## config.mk

```make
export PLATFORM = sky130hd
export DESIGN_NAME = snoop_bcast_top
export DESIGN_NICKNAME = d
export VERILOG_FILES = /design/src/rtl/snb_pkg.sv /design/src/rtl/snb_mask_bank.sv /design/src/rtl/snb_fanout.sv /design/src/rtl/snb_rsp_tracker.sv /design/src/rtl/snoop_bcast_top.sv
export SDC_FILE = /design/constraint.sdc
export NUM_CORES = 1
export LEC_CHECK = 0
export CORE_MARGIN = 8
export CORE_UTILIZATION = 32
export DETAILED_ROUTE_END_ITERATION = 16
export PLACE_DENSITY = 0.83
export SYNTH_ARGS = -nofsm -noshare
export SYNTH_HDL_FRONTEND = slang
export SYNTH_SLANG_ARGS = --single-unit
```

## constraint.sdc

```tcl
create_clock -name clk -period 1.7 [get_ports clk]
set_input_delay 0.17 -clock clk [delete_from_list [all_inputs] [get_ports clk]]
set_output_delay 0.17 -clock clk [all_outputs]
set_load 0.1 [all_outputs]
```

## src/rtl/snb_pkg.sv

```systemverilog
package snb_pkg;
  localparam int CSR_W      = 64;
  localparam int CSR_AW     = 2;
  localparam int MAX_AGENTS = 256;

  typedef enum logic {
    ST_IDLE   = 1'b0,
    ST_ACTIVE = 1'b1
  } snb_state_e;

  // Number of 64-bit mask registers needed for a given agent count.
  function automatic int num_regs(input int n_agents);
    return (n_agents + CSR_W - 1) / CSR_W;
  endfunction
endpackage

```

## src/rtl/snb_mask_bank.sv

```systemverilog
module snb_mask_bank #(
  parameter int N_AGENTS = 8
) (
  input  logic                      clk,
  input  logic                      rst_n,
  input  logic                      wr_en,
  input  logic [snb_pkg::CSR_AW-1:0] addr,
  input  logic [snb_pkg::CSR_W-1:0]  wr_data,
  output logic [snb_pkg::CSR_W-1:0]  rd_data,
  output logic [N_AGENTS-1:0]        mask
);
  localparam int NREGS = snb_pkg::num_regs(N_AGENTS);
  localparam int PAD_W = NREGS * snb_pkg::CSR_W;

  logic [N_AGENTS-1:0] mask_q, mask_d;
  logic [PAD_W-1:0]    padded;
  logic                unused_wdata;

  assign unused_wdata = ^wr_data;

  // Each agent bit is written only from its own register word and lane.
  always_comb begin
    mask_d = mask_q;
    for (int a = 0; a < N_AGENTS; a++) begin
      if (wr_en && int'(addr) == a / snb_pkg::CSR_W)
        mask_d[a] = wr_data[a % snb_pkg::CSR_W];
    end
  end

  always_ff @(posedge clk) begin
    if (!rst_n) mask_q <= '1;
    else        mask_q <= mask_d;
  end

  always_comb begin
    padded = '0;
    padded[N_AGENTS-1:0] = mask_q;
  end

  always_comb begin
    rd_data = '0;
    for (int r = 0; r < NREGS; r++) begin
      if (int'(addr) == r)
        rd_data = padded[r*snb_pkg::CSR_W +: snb_pkg::CSR_W];
    end
  end

  assign mask = mask_q;
endmodule

```

## src/rtl/snb_fanout.sv

```systemverilog
module snb_fanout #(
  parameter int N_AGENTS = 8
) (
  input  logic                clk,
  input  logic                rst_n,
  input  logic                start,
  input  logic [N_AGENTS-1:0] cap_mask,
  input  logic [N_AGENTS-1:0] snp_ready,
  output logic [N_AGENTS-1:0] pend
);
  logic [N_AGENTS-1:0] pend_q;
  logic [N_AGENTS-1:0] sent;

  // Per-agent delivery: a pending snoop clears on its own handshake.
  for (genvar a = 0; a < N_AGENTS; a++) begin : g_lane
    assign sent[a] = pend_q[a] & snp_ready[a];
  end

  always_ff @(posedge clk) begin
    if (!rst_n)     pend_q <= '0;
    else if (start) pend_q <= cap_mask;
    else            pend_q <= pend_q & ~sent;
  end

  assign pend = pend_q;
endmodule

```

## src/rtl/snb_rsp_tracker.sv

```systemverilog
module snb_rsp_tracker #(
  parameter int N_AGENTS = 8
) (
  input  logic                clk,
  input  logic                rst_n,
  input  logic                start,
  input  logic [N_AGENTS-1:0] cap_mask,
  input  logic [N_AGENTS-1:0] pend,
  input  logic [N_AGENTS-1:0] rsp_valid,
  output logic [N_AGENTS-1:0] wait_set,
  output logic                err
);
  logic [N_AGENTS-1:0] wait_q;
  logic [N_AGENTS-1:0] hit, stray;
  logic                err_q;

  // A response counts only for an awaited agent whose snoop already left.
  for (genvar a = 0; a < N_AGENTS; a++) begin : g_agent
    assign hit[a]   = rsp_valid[a] & wait_q[a] & ~pend[a];
    assign stray[a] = rsp_valid[a] & ~hit[a];
  end

  always_ff @(posedge clk) begin
    if (!rst_n)     wait_q <= '0;
    else if (start) wait_q <= cap_mask;
    else            wait_q <= wait_q & ~hit;
  end

  always_ff @(posedge clk) begin
    if (!rst_n)       err_q <= 1'b0;
    else if (|stray)  err_q <= 1'b1;
  end

  assign wait_set = wait_q;
  assign err      = err_q;
endmodule

```

## src/rtl/snoop_bcast_top.sv

```systemverilog
module snoop_bcast_top #(
  parameter int N_AGENTS  = 8,
  parameter int PAYLOAD_W = 32
) (
  input  logic                 clk,
  input  logic                 rst_n,
  input  logic                 csr_wr_en,
  input  logic [1:0]           csr_addr,
  input  logic [63:0]          csr_wdata,
  output logic [63:0]          csr_rdata,
  input  logic                 req_valid,
  output logic                 req_ready,
  input  logic [PAYLOAD_W-1:0] req_payload,
  output logic [N_AGENTS-1:0]  snp_valid,
  input  logic [N_AGENTS-1:0]  snp_ready,
  output logic [PAYLOAD_W-1:0] snp_payload,
  input  logic [N_AGENTS-1:0]  rsp_valid,
  output logic                 done_valid,
  input  logic                 done_ready,
  output logic [PAYLOAD_W-1:0] done_payload,
  output logic                 rsp_err
);
  import snb_pkg::*;

  snb_state_e           state_q;
  logic [PAYLOAD_W-1:0] payload_q;
  logic [N_AGENTS-1:0]  act_mask;
  logic [N_AGENTS-1:0]  pend;
  logic [N_AGENTS-1:0]  wait_set;
  logic                 accept;
  logic                 retire;

  snb_mask_bank #(.N_AGENTS(N_AGENTS)) u_bank (
    .clk     (clk),
    .rst_n   (rst_n),
    .wr_en   (csr_wr_en),
    .addr    (csr_addr),
    .wr_data (csr_wdata),
    .rd_data (csr_rdata),
    .mask    (act_mask)
  );

  snb_fanout #(.N_AGENTS(N_AGENTS)) u_fanout (
    .clk       (clk),
    .rst_n     (rst_n),
    .start     (accept),
    .cap_mask  (act_mask),
    .snp_ready (snp_ready),
    .pend      (pend)
  );

  snb_rsp_tracker #(.N_AGENTS(N_AGENTS)) u_track (
    .clk       (clk),
    .rst_n     (rst_n),
    .start     (accept),
    .cap_mask  (act_mask),
    .pend      (pend),
    .rsp_valid (rsp_valid),
    .wait_set  (wait_set),
    .err       (rsp_err)
  );

  assign req_ready  = (state_q == ST_IDLE);
  assign accept     = req_valid & req_ready;
  assign done_valid = (state_q == ST_ACTIVE) & ~(|pend) & ~(|wait_set);
  assign retire     = done_valid & done_ready;

  always_ff @(posedge clk) begin
    if (!rst_n) begin
      state_q <= ST_IDLE;
    end else begin
      case (state_q)
        ST_IDLE:   if (accept) state_q <= ST_ACTIVE;
        ST_ACTIVE: if (retire) state_q <= ST_IDLE;
        default:   state_q <= ST_IDLE;
      endcase
    end
  end

  always_ff @(posedge clk) begin
    if (!rst_n)      payload_q <= '0;
    else if (accept) payload_q <= req_payload;
  end

  assign snp_valid    = pend;
  assign snp_payload  = payload_q;
  assign done_payload = payload_q;
endmodule

```

* Word-level counts from Yosys, hierarchy flattened
Cells that the tools add are included.
** Storage, ports and cells
- Register bits :: 58
- Bits of input ports :: 119
- Logic and storage cells :: 76
** Operators by class
- Multiplexer cells :: 6
- Reductions and logical operators :: 5
- Bitwise gates (word level) :: 59
** Operators by type and width (count)
- $and 1x1->1 :: 36
- $mux 8 :: 3
- $reduce_or 8->1 :: 3
- $not 1->1 :: 19
- $and 8x8->8 :: 2
- $not 8->8 :: 2
- $logic_not 2->1 :: 1
- $mux 1 :: 2
- $pmux 1 s2 :: 1
- $logic_and 1x1->1 :: 1

* Depth between registers and ports, before layout
- Depth in word-level cells :: 7
- Mapped depth :: 6
- Gate-level depth less buffers :: 4

* Cells and area by module
Synthesis repeated with hierarchy kept, for this count alone.
** Unflattened totals
- Cell total of the unflattened synthesis :: 376
- Area total of the unflattened synthesis :: 3468.3 µm²
** By module, submodules not included
- snoop_bcast_top :: cells each 184, area an instance 1798.0 µm², instances 1
- snb_mask_bank :: cells each 101, area an instance 845.8 µm², instances 1
- snb_rsp_tracker :: cells each 65, area an instance 478.0 µm², instances 1
- snb_fanout :: cells each 26, area an instance 346.6 µm², instances 1

* Least setup slack after synthesis
Ideal clock, no wire load.
- Kind :: reg-to-reg
- Start point :: register u_fanout.pend_q[1] (netlist: u_fanout.pend[1])
- End point :: register state_q
- Setup slack :: -1.041 ns
- Setup time :: 0.173 ns
- Buffers on the path :: 0
- Arrival time :: 2.568 ns
- Required time :: 1.527 ns
- Cell stages (with the launch flop) :: 4
- Path through :: dfxtp_1 > or4_4 > nor4_4 > a31oi_1
** On the way
- Longest elaborated chain between the ends :: 7
** Ends and longest elaborated chain
- start, declared :: RTL line snb_fanout.sv:11 : logic [N_AGENTS-1:0] pend_q;
- start signal, assigned :: RTL line snb_fanout.sv:21 : else if (start) pend_q <= cap_mask;
- start signal, assigned :: RTL line snb_fanout.sv:22 : else pend_q <= pend_q & ~sent;
- $reduce_or 8->1 :: RTL line snoop_bcast_top.sv:65 : assign done_valid = (state_q == ST_ACTIVE) & ~(|pend) & ~(|wait_set);
- $not 1->1 :: RTL line snoop_bcast_top.sv:65
- $and 1x1->1 (2 in series) :: RTL line snoop_bcast_top.sv:65
- via done_valid :: RTL line snoop_bcast_top.sv:18 : output logic done_valid,
- $and 1x1->1 :: RTL line snoop_bcast_top.sv:66 : assign retire = done_valid & done_ready;
- $mux 1 :: RTL line snoop_bcast_top.sv:74 : ST_ACTIVE: if (retire) state_q <= ST_IDLE;
- $pmux 1 s2 :: RTL line snoop_bcast_top.sv:72 : case (state_q)
- end signal, assigned :: RTL line snoop_bcast_top.sv:73 : ST_IDLE: if (accept) state_q <= ST_ACTIVE;
- end signal, assigned :: RTL line snoop_bcast_top.sv:74
- end signal, assigned :: RTL line snoop_bcast_top.sv:75 : default: state_q <= ST_IDLE;
- end, declared :: RTL line snoop_bcast_top.sv:25 : snb_state_e state_q;
The timed path passes the listed nets, and every way through them passes these cells.
A chain may end at the register's enable or synchronous reset.

* Worst setup path after layout
- Start point :: register u_fanout.pend_q[0] (netlist: u_fanout.pend[0])
- End point :: output port done_valid
** On the way
- Longest elaborated chain between the ends :: 4
** Ends and longest elaborated chain (RTL line)
- $reduce_or 8->1 :: snoop_bcast_top.sv:65
- $not 1->1 :: snoop_bcast_top.sv:65
- $and 1x1->1 (2 in series) :: snoop_bcast_top.sv:65
- end, declared :: snoop_bcast_top.sv:18
Every way passes these cells.

==> results.txt <==
Most common cell in the netlist = sky130_fd_sc_hd__nand2_1
Pre-Repair DR Iteration Count = 4
Number of clock sinks = 58
Overall track demand over capacity in global routing = 0.1327
Total Nets Final = 607
Simple-Gate Fraction of Synth Area = 0.2263
Count of warnings emitted by yosys = 0
Area occupied by multi-input gates = 1318 sq um
Netlist area before placement = 3013 sq um
Int Pwr = 2585 uW
# fillers = 856
Sort of element at the start of the critical path = flop
Number of I/O pins = 258
Iteration-0 DRC count of the detailed router = 138
CTS HTree Levels = 3
Worst hold path type = primary input to flop
Row cnt = 35
Number of global-route vias before repair = 2775
Part of the power in combinational logic = 0.430
Count of cell types in the netlist = 25
Cts bufs inserted = 9
TritonCTS clock tree = done
Power dissipated by switching net loads = 2242 uW
Mux cell area share after synthesis = 0
Via-to-Cell Ratio = 4.291
Average cell area after synthesis = 8.099 sq um
Synthesis-to-finish area growth = 48.84%
Worst-Skew Late Latency = 330 ps
Clk Tree Root Cell = sky130_fd_sc_hd__clkbuf_8
Part of the total power dissipated in the clock network = 0.253
Gp weighted congestion = 0.8001
Unrepaired setup endpoints after global routing = yes
Slew Viols, Final = 0
Gate count after technology mapping = 372
Asr flop ratio synth = 0
Pin count of the biggest net entering global routing = 41
Count of final hold-check violations = 0
Sequential cell area in the final layout = 1181 sq um
Share of the clock period used by the worst path after layout = 1.147
Number of synthesized flops with an enable pin = 0
Via count of the routed design = 2592
HPWL after DPL = 6972 microns
Setup CP Type = flop to primary output
Most area-consuming cells after synthesis = sky130_fd_sc_hd__dfxtp_1, sky130_fd_sc_hd__buf_4, sky130_fd_sc_hd__nand2_1
Proportion of netlist area held by the largest area contributor = 0.3854
Final standard cell utilization of the core = 0.4876
Die Y-Extent = 113.0 microns
Critical path data required time = 1530 ps
Main flop type after synthesis = sky130_fd_sc_hd__dfxtp_1
F_max = 512.8 MHz
Net Sw Frac = 0.4645
WL per Instance = 14.25 microns
Clock edge transition at the registers on the reported setup and hold paths = 70 ps
Fraction of layout instances using a drive strength above 1 = 0.2475
Most used standard cells in the synthesized netlist = sky130_fd_sc_hd__nand2_1, sky130_fd_sc_hd__buf_4, sky130_fd_sc_hd__dfxtp_1
Placeable core region = 9196 sq um
Seq/Total Area, Yosys = 0.3854
Run status = finished, violations left
Post-route DRC violation count = 0
Final total negative setup slack = -249.9 ps
Worst path arrival time = 1780 ps
Violations in the final reports = negative setup slack
Total congestion overflow = 0
Max-Cap Viols = 0
Worst voltage drop across the vdd grid = 386.2 uV
Post-Synth XOR/XNOR Area = 0
Initial standard-cell utilization of the core = 0.3276
Count of port buffers added during placement = 145
Maximum fanout count along the critical path = 3
Area leader, netlist = sky130_fd_sc_hd__dfxtp_1
Share of synthesized cell area in full adder, half adder and majority cells = 0
Final worst clock skew = 6.144 ps
Main combinational cell family by area after synthesis = buffers and inverters
Minimum clock period = 1950 ps
Routed WL = 8609 microns
Power per cell area = 1076 nW/um^2
Standby leakage power = 0.001976 uW
Type of element capturing the critical path = primary output
Antenna violation net count after detailed routing = 0
Sequential share of power = 0.316
Worst setup slack after layout = -249.9 ps
# setup viols final = 1
Antenna diode count = 0
Wire length of the first global-routing pass = 13690 microns
Die footprint = 12780 sq um
Initial antenna violation count = 0
Worst-case clock buffer depth = 2
Width of the die = 113.0 microns
Complex-gate fraction of the synthesized area = 0.1383
CTS Hold Buffers Added = 0
Yosys reg bits = 58
## area by class of cell
cell class | instances | area share
clock inverters | 7 | 0.01535
multi-input cells | 259 | 0.2938
well taps | 111 | 0.03097
repair buffers | 154 | 0.3638
inverters | 6 | 0.005022
flip-flops and latches | 58 | 0.2634
clock buffers | 9 | 0.02762
## power groups by stage
| stage | Sequential (uW) | Clock (uW) | Combinational (uW) |
|---|---|---|---|
| global placement | 1550 | 0 | 2070 |
| finish | 1530 | 1220 | 2080 |
| detailed placement | 1560 | 0 | 2080 |
| floorplan | 1950 | 0 | 1320 |
| CTS | 1530 | 1270 | 2080 |
| global route | 1540 | 1360 | 2150 |
## flip-flops by register name (all words and copies together), names as in the netlist
signal            cells
done_payload         32
state_q               1
u_bank.mask           8
u_fanout.pend         8
u_track.err           1
u_track.wait_set      8
## cell families after synthesis
family | after synthesis
AO/OA/AOI/OAI | 58
buffers and inverters | 110
flip-flops | 58
other | 1
AND/OR/NAND/NOR | 145
## worst max-delay path, cell delays in order, from the launching register on
cell                      delay [ps]
sky130_fd_sc_hd__dfxtp_4         350
sky130_fd_sc_hd__or4_4           530
sky130_fd_sc_hd__nor4_4          350
sky130_fd_sc_hd__buf_12          220
## what timing repair did
action	4_1_cts	5_1_grt
gates resized for setup	1	1
setup endpoints to repair	1	1
pin swaps	1	2
setup buffers	0	1
## layout by cell type (no fill, tap or decap), types with 2 or more instances in the layout
cell,n
sky130_fd_sc_hd__inv_1,5
sky130_fd_sc_hd__buf_4,66
sky130_fd_sc_hd__conb_1,56
sky130_fd_sc_hd__nor2_1,2
sky130_fd_sc_hd__nand3_1,18
sky130_fd_sc_hd__clkdlybuf4s50_1,61
sky130_fd_sc_hd__dfxtp_2,4
sky130_fd_sc_hd__clkinv_2,2
sky130_fd_sc_hd__clkbuf_8,9
sky130_fd_sc_hd__nand2_1,91
sky130_fd_sc_hd__nand3b_1,8
sky130_fd_sc_hd__clkinvlp_4,3
sky130_fd_sc_hd__a21boi_1,29
sky130_fd_sc_hd__nand2b_1,11
sky130_fd_sc_hd__a21boi_0,19
sky130_fd_sc_hd__dfxtp_4,4
sky130_fd_sc_hd__dfxtp_1,50
sky130_fd_sc_hd__buf_12,26
sky130_fd_sc_hd__and2_1,9
sky130_fd_sc_hd__o21ai_0,6
## layer usage
metal | global-route usage | part of all wire
met1 | 0.1208 | 0.36
met2 | 0.2421 | 0.51
met3 | 0.07881 | 0.12
met4 | 0.03996 | 0.0095
met5 | 0 | 0
## path summary, 6_finish.rpt
check / from / endpoint / slack, ps / cells past startpoint
hold reg to reg: done_payload[12] / done_payload[12] / 470 / 2
hold / removal: rst_n / state_q / 290 / 3
setup / recovery: u_fanout.pend[0] / done_valid / -250 / 3
setup reg to reg: u_fanout.pend[0] / state_q / 230 / 3
## through the flow
step	area, sq um	setup WS [ps]	hold slack [ps]	instances	power [uW]
finish	4484	-249.9	289.1	604	4826
global route	4484	-328.6	297.9	604	5043
CTS	4476	-259.6	279.1	603	4882
detailed placement	4277	40.14	461.0	587	3633
global placement	4277	30.37	456.6	587	3617
floorplan	3238	-634.9	281.0	427	3269
(Power assumes the default switching activity.)
